### src/rtl/eau_pkg.sv
// Shared definitions for the effective address generator.
// Assumes: mode and width codes are decoded only through these types.
package eau_pkg;

    localparam int ADDR_W  = 32;
    localparam int SCALE_W = 2;

    // Addressing-mode codes; code 7 is unused and treated as register indirect
    typedef enum logic [2:0] {
        MODE_ABS     = 3'd0,
        MODE_REGIND  = 3'd1,
        MODE_INDEXED = 3'd2,
        MODE_DISP    = 3'd3,
        MODE_SCALED  = 3'd4,
        MODE_POSTINC = 3'd5,
        MODE_PREUPD  = 3'd6,
        MODE_UNUSED  = 3'd7
    } amode_e;

    // Significant width of the raw offset field
    typedef enum logic [1:0] {
        OFW_8   = 2'd0,
        OFW_16  = 2'd1,
        OFW_32  = 2'd2,
        OFW_32B = 2'd3
    } ofs_width_e;

endpackage

### src/rtl/eau_ofs_extend.sv
// Offset sign extender.
// Picks the significant low bits of the raw offset according to the width
// code and sign-extends them to the address width.
// Assumes: ADDR_W is at least WIDE_B; upper raw bits are don't-care.
module eau_ofs_extend
    import eau_pkg::*;
#(
    parameter int ADDR_W = eau_pkg::ADDR_W,
    parameter int WIDE_A = 8,
    parameter int WIDE_B = 16
) (
    input  logic [ADDR_W-1:0] ofs_raw,
    input  logic [1:0]        width_code,
    output logic [ADDR_W-1:0] ofs_ext
);

    localparam int PAD_A = ADDR_W - WIDE_A;
    localparam int PAD_B = ADDR_W - WIDE_B;

    // Select and sign-extend the offset field
    always_comb begin
        case (ofs_width_e'(width_code))
            OFW_8:   ofs_ext = {{PAD_A{ofs_raw[WIDE_A-1]}}, ofs_raw[WIDE_A-1:0]};
            OFW_16:  ofs_ext = {{PAD_B{ofs_raw[WIDE_B-1]}}, ofs_raw[WIDE_B-1:0]};
            default: ofs_ext = ofs_raw;
        endcase
    end

    // Narrow offsets must leave the upper bits as copies of one sign bit
    always_comb begin
        if (ofs_width_e'(width_code) == OFW_8) begin
            AST_NARROW_SIGN: assert (ofs_ext[ADDR_W-1:WIDE_A-1] == '0 ||
                                     ofs_ext[ADDR_W-1:WIDE_A-1] == '1);
        end
    end

endmodule

### src/rtl/eau_idx_scale.sv
// Index scaler.
// Shifts the index left by 0 to 2^SCALE_W-1 bits through a logarithmic
// shifter, one stage per bit of the shift selector.
// Assumes: bits shifted out of the top are discarded (modulo arithmetic).
module eau_idx_scale #(
    parameter int ADDR_W  = eau_pkg::ADDR_W,
    parameter int SCALE_W = eau_pkg::SCALE_W
) (
    input  logic [ADDR_W-1:0]  index_in,
    input  logic [SCALE_W-1:0] shift_sel,
    output logic [ADDR_W-1:0]  index_scaled
);

    logic [ADDR_W-1:0] stage [SCALE_W+1];

    assign stage[0] = index_in;

    genvar g;
    generate
        for (g = 0; g < SCALE_W; g++) begin : g_stage
            // Stage g shifts by 2^g when its selector bit is set
            always_comb begin
                stage[g+1] = shift_sel[g] ? (stage[g] << (1 << g)) : stage[g];
            end
        end
    endgenerate

    assign index_scaled = stage[SCALE_W];

    // A shift of k must leave the k low bits clear
    always_comb begin
        AST_SCALE_LOW_ZERO: assert ((index_scaled &
            ((ADDR_W'(1) << shift_sel) - ADDR_W'(1))) == '0);
    end

endmodule

### src/rtl/eau_addr_core.sv
// Address formation core.
// Decodes the mode and forms the address, the updated base and the raw
// update request from already-extended offset and already-scaled index.
// Assumes: inputs are stable for the cycle; all sums wrap at ADDR_W bits.
module eau_addr_core
    import eau_pkg::*;
#(
    parameter int ADDR_W = eau_pkg::ADDR_W
) (
    input  logic [2:0]        mode_code,
    input  logic [ADDR_W-1:0] base_val,
    input  logic [ADDR_W-1:0] index_val,
    input  logic [ADDR_W-1:0] index_scaled,
    input  logic [ADDR_W-1:0] ofs_ext,
    output logic [ADDR_W-1:0] addr_out,
    output logic [ADDR_W-1:0] base_out,
    output logic              base_upd
);

    logic [ADDR_W-1:0] sum_disp;
    logic [ADDR_W-1:0] sum_idx;
    logic [ADDR_W-1:0] sum_scaled;
    logic [ADDR_W-1:0] sum_inc;

    // Candidate sums, each truncated to the address width
    always_comb begin
        sum_disp   = base_val + ofs_ext;
        sum_idx    = base_val + index_val;
        sum_scaled = base_val + index_scaled + ofs_ext;
        sum_inc    = base_val + ADDR_W'(1);
    end

    // Mode decode: choose address, new base and update request
    always_comb begin
        addr_out = base_val;
        base_out = base_val;
        base_upd = 1'b0;
        case (amode_e'(mode_code))
            MODE_ABS:     addr_out = ofs_ext;
            MODE_REGIND:  addr_out = base_val;
            MODE_INDEXED: addr_out = sum_idx;
            MODE_DISP:    addr_out = sum_disp;
            MODE_SCALED:  addr_out = sum_scaled;
            MODE_POSTINC: begin
                addr_out = base_val;
                base_out = sum_inc;
                base_upd = 1'b1;
            end
            MODE_PREUPD: begin
                addr_out = sum_disp;
                base_out = sum_disp;
                base_upd = 1'b1;
            end
            default:      addr_out = base_val;
        endcase
    end

    // Without an update request the base must pass through unchanged
    always_comb begin
        if (!base_upd) begin
            AST_BASE_PASS: assert (base_out == base_val);
        end
    end

endmodule

### src/rtl/eff_addr_gen.sv
// Multi-mode effective address generator, top level.
// Combinational offset extension, index scaling and address formation,
// followed by one register stage that presents the result with a valid.
// Assumes: synchronous active-low reset; result registers load only on
// accepted requests and hold otherwise.
module eff_addr_gen
    import eau_pkg::*;
#(
    parameter int ADDR_W  = eau_pkg::ADDR_W,
    parameter int SCALE_W = eau_pkg::SCALE_W
) (
    input  logic               clk,
    input  logic               rst_n,
    input  logic               req_valid,
    input  logic [2:0]         addr_mode,
    input  logic [ADDR_W-1:0]  base_val,
    input  logic [ADDR_W-1:0]  index_val,
    input  logic [SCALE_W-1:0] scale_sel,
    input  logic [ADDR_W-1:0]  ofs_raw,
    input  logic [1:0]         ofs_width,
    output logic               rsp_valid,
    output logic [ADDR_W-1:0]  eff_addr,
    output logic [ADDR_W-1:0]  next_base,
    output logic               base_wr_en
);

    logic [ADDR_W-1:0] ofs_ext;
    logic [ADDR_W-1:0] idx_scaled;
    logic [ADDR_W-1:0] addr_c;
    logic [ADDR_W-1:0] base_c;
    logic              upd_c;

    eau_ofs_extend #(.ADDR_W(ADDR_W)) ofs_ext_i (
        .ofs_raw    (ofs_raw),
        .width_code (ofs_width),
        .ofs_ext    (ofs_ext)
    );

    eau_idx_scale #(.ADDR_W(ADDR_W), .SCALE_W(SCALE_W)) idx_scale_i (
        .index_in     (index_val),
        .shift_sel    (scale_sel),
        .index_scaled (idx_scaled)
    );

    eau_addr_core #(.ADDR_W(ADDR_W)) addr_core_i (
        .mode_code    (addr_mode),
        .base_val     (base_val),
        .index_val    (index_val),
        .index_scaled (idx_scaled),
        .ofs_ext      (ofs_ext),
        .addr_out     (addr_c),
        .base_out     (base_c),
        .base_upd     (upd_c)
    );

    // Valid and write-back strobe pipeline register
    always_ff @(posedge clk) begin
        if (!rst_n) begin
            rsp_valid  <= 1'b0;
            base_wr_en <= 1'b0;
        end else begin
            rsp_valid  <= req_valid;
            base_wr_en <= req_valid & upd_c;
        end
    end

    // Result register, loaded only on an accepted request
    always_ff @(posedge clk) begin
        if (!rst_n) begin
            eff_addr  <= '0;
            next_base <= '0;
        end else if (req_valid) begin
            eff_addr  <= addr_c;
            next_base <= base_c;
        end
    end

    AST_VALID_FOLLOWS: assert property (@(posedge clk) disable iff (!rst_n)
        req_valid |=> rsp_valid);
    AST_IDLE_NO_VALID: assert property (@(posedge clk) disable iff (!rst_n)
        !req_valid |=> !rsp_valid);
    AST_WR_NEEDS_VALID: assert property (@(posedge clk) disable iff (!rst_n)
        base_wr_en |-> rsp_valid);
    AST_IDLE_HOLD: assert property (@(posedge clk) disable iff (!rst_n)
        !req_valid |=> ($stable(eff_addr) && $stable(next_base)));
    AST_PREUPD_MATCH: assert property (@(posedge clk) disable iff (!rst_n)
        (req_valid && addr_mode == 3'd6) |=> (eff_addr == next_base));
    AST_REGIND_PASS: assert property (@(posedge clk) disable iff (!rst_n)
        (req_valid && addr_mode == 3'd1) |=> (eff_addr == $past(base_val)));
    AST_POSTINC_ADDR: assert property (@(posedge clk) disable iff (!rst_n)
        (req_valid && addr_mode == 3'd5) |=> (eff_addr == $past(base_val)));

endmodule

### config.mk
export PLATFORM = sky130hd
export DESIGN_NAME = eff_addr_gen
export DESIGN_NICKNAME = d
export VERILOG_FILES = /design/src/rtl/eau_pkg.sv /design/src/rtl/eau_ofs_extend.sv /design/src/rtl/eau_idx_scale.sv /design/src/rtl/eau_addr_core.sv /design/src/rtl/eff_addr_gen.sv
export SDC_FILE = /design/constraint.sdc
export NUM_CORES = 1
export LEC_CHECK = 0
export ABC_AREA = 0
export ABC_CLOCK_PERIOD_IN_PS = 6500
export BUFFER_PORTS_ARGS = -buffer_cell sky130_fd_sc_hd__buf_4
export CORE_MARGIN = 2
export CORE_UTILIZATION = 26
export CTS_CLUSTER_DIAMETER = 50
export CTS_CLUSTER_SIZE = 16
export DETAILED_ROUTE_END_ITERATION = 7
export GPL_TIMING_DRIVEN = 0
export SYNTH_ARGS = -nofsm -noshare
export SYNTH_HDL_FRONTEND = slang
export SYNTH_SLANG_ARGS = --single-unit
### constraint.sdc
create_clock -name clk -period 6.5 [get_ports clk]
set_input_delay 1.3 -clock clk [delete_from_list [all_inputs] [get_ports clk]]
set_output_delay 1.3 -clock clk [all_outputs]
set_load 0.05 [all_outputs]
; Yosys cells after proc, flatten, opt, wreduce, memory -nomap -nowiden
; Cells that the tools add are included.
[op_classes]
addsub = 5
n_eq_ne = 6
mux = 6
n_bitwise = 1
n_reduce_logical = 4
[op_table]
columns = cell, n
row1 = adder 32 bit, 4
row2 = case mux 32 bit (2 select lines), 2
row3 = case mux 32 bit (4 select lines), 1
row4 = two-way mux 32 bit, 2
row5 = adder 32 x 1 -> 32 bit (second input constant), 1
row6 = equality test 3 bit (second input constant), 3
row7 = equality test 3 x 2 -> 1 bit (second input constant), 2
row8 = OR reduction 2 bit, 2
row9 = logical NOT 3 bit, 1
row10 = equality test 2 x 1 -> 1 bit (second input constant), 1
row11 = logical NOT 2 bit, 1
row12 = AND 1 bit, 1
row13 = two-way mux 1 bit, 1
[word_totals]
reg_bits = 66
inputBits = 106
wordCells = 26

; Longest topological paths before layout
[depth]
ltp_word = 5
depth_mapped = 17
mapped_depth_nobuf = 15

; By module
; A second synthesis with hierarchy kept.
[unflattened]
hier_cells = 1453
area_unflattened_um2 = 11327.1
[modules_own_cells]
columns = module, n_inst, cells_each, area_per_inst_um2, seq_area_each_um2
row1 = eau_addr_core, 1, 1106, 7654.8, 0.0
row2 = eff_addr_gen, 1, 211, 2524.9, 1321.3
row3 = eau_idx_scale, 1, 72, 720.7, 0.0
row4 = eau_ofs_extend, 1, 64, 426.7, 0.0

; Worst setup path after synthesis
; OpenSTA, ideal clock, no wires.
[synth_timing]
path_kind = input to register
from = in scale_sel[0]
to = reg eff_addr[30]
setup_ns = 0.115
arrival_time_ns = 5.476
required_ns = 6.385
slack_ns = 0.910
stages = 14
cell_sequence = clkbuf_1 -> buf_1 -> mux4_2 -> fa_1 -> ha_1 -> and2_1 -> a221o_1 -> a21o_1 -> a2111oi_0 -> o31a_1 -> o21ai_0 -> xor2_1 -> a221o_1 -> o21a_1
[synth_between]
elab_chain_cells = 5
[synth_rtl]
columns = element, line_no
row1 = start: declaration, eff_addr_gen.sv:18  ; input logic [SCALE_W-1:0] scale_sel,
row2 = two-way mux 32 bit (2 in a row), eau_idx_scale.sv:23  ; stage[g+1] = shift_sel[g] ? (stage[g] << (1 << g)) : stage[g];
row3 = adder 32 bit (2 in a row), eau_addr_core.sv:29  ; sum_scaled = base_val + index_scaled + ofs_ext;
row4 = case mux 32 bit (4 select lines), eau_addr_core.sv:38  ; case (amode_e'(mode_code))
row5 = end signal: assignment, eff_addr_gen.sv:73  ; eff_addr <= addr_c;
row6 = end: declaration, eff_addr_gen.sv:22  ; output logic [ADDR_W-1:0] eff_addr,
; Every way passes these cells.
; A chain may end at the register's enable or synchronous reset.

; Worst setup path after layout
; Same ends and word-level chain as after synthesis.

==> results by group <==
Outcome
  – Outcome: finished, final reports clean

Synth
  – Mean area per synthesized cell: 7.53 um^2
  – Synth Instances: 1438
  – Number of synthesized flops with an enable pin: 0
  – Syn_nets: 1671
  – Post-synthesis cell area: 10800 um^2
  – Register area share after synthesis: 0.122
  – Most used DFF post-synth: dfxtp_1
  – Register bit total from synthesis: 66
  – Top-area cell type share of the netlist area: 0.122
  – Cell variety after synth: 75
  – Ys Warns: 0
  – Share of async-settable or async-resettable flops after synthesis: 0
  – Post-Synth Adder-Cell Area: 0.173
  – Largest area contributor in the netlist: dfxtp_1
  – Proportion of synthesized area in mux cells: 0.0863
  – Synth Area in Compound Gates: 0.321
  – Simple-gate share of the synthesized area: 0.187
  – Synth top area cells: dfxtp_1 (12%), ha_1 (11%), a21oi_1 (6.7%), mux4_2 (6.4%), fa_1 (6.3%)
  – Largest family of logic cells by synthesized area: compound AO/OA/AOI/OAI gates
  – XOR/XNOR Fraction of Synth Area: 0.0655

Cells and area
  – Filler cells: 4437
  – Area Growth Syn to Fin: 20.4%
  – Antenna diodes: 0
  – Layout cells sized above 1: 0.146
  – Reg area: 1320 um^2
  – Non-filler instance count after layout: 2151
  – Commonest non-fill, non-tap cell in the layout: buf_4
  – Nets@finish: 1848
  – Most frequent cells in the layout: buf_4 (166), nand2_1 (146), a21oi_1 (144)
  – Multi-input gate area: 9020 um^2

Routing
  – Initial detailed-routing violation count: 1088
  – Wire per inst: 23.2 um
  – Drt total wl: 49.8 mm
  – Vias/cell: 5.77
  – Routed via count: 12416
  – DRC: 0
  – Pre-antenna DRT Iters: 5
  – Post-route ant nets: 0

Timing
  – Fin crit share: 0.947
  – Worst Skew: 0 ps
  – Slew Viols, Final: 0
  – FMAX: 163 MHz
  – Hold Vio Cnt, Final: 0
  – Relative slew slack: 0.321
  – RSZ-0062 raised after global routing: no
  – Final setup viols: 0
  – Min cycle time layout: 6150 ps
  – Setup TNS: 0 ps
  – Worst-margin pin slew: 1010 ps

Die
  – Die W: 208 um
  – Starting Density: 0.265
  – Ports: 172
  – Die H: 208 um
  – Row cnt: 74
  – Core footprint: 40900 um^2
  – Die area: 43300 um^2

Critical path
  – R2r worst-path depth: 4
  – CP startpoint kind: input pin
  – R2r setup slk: 5270 ps
  – Reg2reg end: eff_addr[22]$_SDFFE_PN0P_
  – Worst r2r src: eff_addr[22]$_SDFFE_PN0P_
  – CP Data Required Time: 6740 ps
  – Crit path DAT: 6390 ps
  – Nature of the critical path endpoint: flip-flop
  – Crit Path Class: in2reg
  – Crit-path max FO: 10

Global route
  – Antenna violations before repair: 0
  – GRT overflow: 0
  – Pin count of the biggest net entering global routing: 11
  – Vias in the first global route: 11813
  – All-Layer GR Usage: 0.222
  – First-pass GRT wire length: 73.4 mm

Clocking
  – Post-CTS Setup Bufs: 0
  – Clk_lat worst skew: 350 ps
  – H-tree levels: 3
  – CTS clock-pin slew for the worst setup and hold paths: 60 ps
  – Clock sink count: 66
  – CTS root buf: clkbuf_16
  – CTS tree: built
  – CTS Buffer Depth: 2
  – Num CTS Buffers: 9

Power and ir drop
  – PD cells: 209 nW/um^2
  – Pleak: 5.30 nW
  – Worst vdd ir: 137 uV

Placed design
  – Gpl congestion: 0.966
  – DP Cell Count: 2136
  – PortBufs: 166
  – DP HPWL: 42.5 mm

Worst hold path
  – Worst hold stages: 1
  – Worst hold-check path type: reg2reg
  – WHS Endpoint: eff_addr[6]$_SDFFE_PN0P_
  – Hold Startpoint: eff_addr[6]$_SDFFE_PN0P_

Flow run
  – Max-Cap Viols: 0
-- metal layers --
metal	global-route usage	wire length, um	vias up
met2	0.366	22800	591
met5	0	0	-
li1	-	-	5795
met3	0.0222	3210	98
met1	0.293	21400	5932
met4	0.103	2400	0
-- worst max-delay path by stage --
stage	to	startpoint	cells after the start	slack, ps
finish	eff_addr[30]$_SDFFE_PN0P_	scale_sel[0]	14	350
global route	eff_addr[30]$_SDFFE_PN0P_	scale_sel[0]	14	170
CTS	eff_addr[30]$_SDFFE_PN0P_	scale_sel[0]	14	170
detailed placement	eff_addr[30]$_SDFFE_PN0P_	scale_sel[0]	14	-190
global placement	eff_addr[30]$_SDFFE_PN0P_	scale_sel[0]	14	-140
floorplan	eff_addr[30]$_SDFFE_PN0P_	scale_sel[0]	14	910
-- through the flow --
stage               worst slack (ps)  instance area, um^2   util  hold slack (ps)  power [mW]
floorplan                        910                10800      -              673        1.66
global placement                -136                12700  0.311              449        2.19
detailed placement              -191                12700  0.311              451        2.19
CTS                              169                13000  0.318              470        2.69
global route                     166                13000  0.318              503        2.89
finish                           347                13000  0.318              468        2.72
-- layout make-up --
type,count,share of cell area
Buffer,78,0.0232
Clock buffer,12,0.0189
Clock inverter,3,0.00307
Inverter,49,0.0141
Multi-Input combinational cell,1245,0.693
Sequential cell,66,0.101
Tap cell,532,0.0511
Timing Repair Buffer,166,0.0956
-- power by group --
| group | switching (mW) | total (mW) | internal (mW) |
|---|---|---|---|
| clock | 0.195 | 0.499 | 0.304 |
| combinational | 1.11 | 1.75 | 0.641 |
| sequential | 0.0313 | 0.473 | 0.442 |
| total | 1.34 | 2.72 | 1.39 |
-- repair_timing --
action                                  CTS  global route
endpoints found under the setup margin    0             1
hold buffers                              0             0
resized for setup                         0             2
-- state kept, by name, summed over array words and instances, names as in the netlist --
| signal | cells |
|---|---|
| rsp_valid | 1 |
| next_base | 32 |
| eff_addr | 32 |
| base_wr_en | 1 |
-- synth_stat cells, types with 18 or more instances --
cell type	count
xnor2_1	47
mux2i_1	18
xor2_1	34
mux4_2	31
a21o_1	37
nand3_1	46
fa_1	34
inv_1	46
a21oi_1	144
a211oi_1	30
clkbuf_1	71
and3_1	19
nand4_1	18
nor2_1	128
nand2_1	146
a31oi_1	24
o21a_1	19
dfxtp_1	66
o21ai_0	132
ha_1	93
-- worst max-delay path: stages --
cell       delay [ps]
clkbuf_1          500
clkbuf_2          490
mux4_2            570
fa_1              470
ha_1              380
and2_1            220
a221o_1           350
a21o_1            200
a2111oi_0         740
o31a_1            370
o21ai_0           150
xor2_1            170
a221o_1           300
o21a_1            180
-- logic make-up after synthesis --
logic type / after synthesis
compound gates: 539
simple gates: 441
fa+ha+maj: 130
buf+inv: 127
xor+xnor: 81
flops: 66
mux: 54
(Power assumes the default switching activity.)
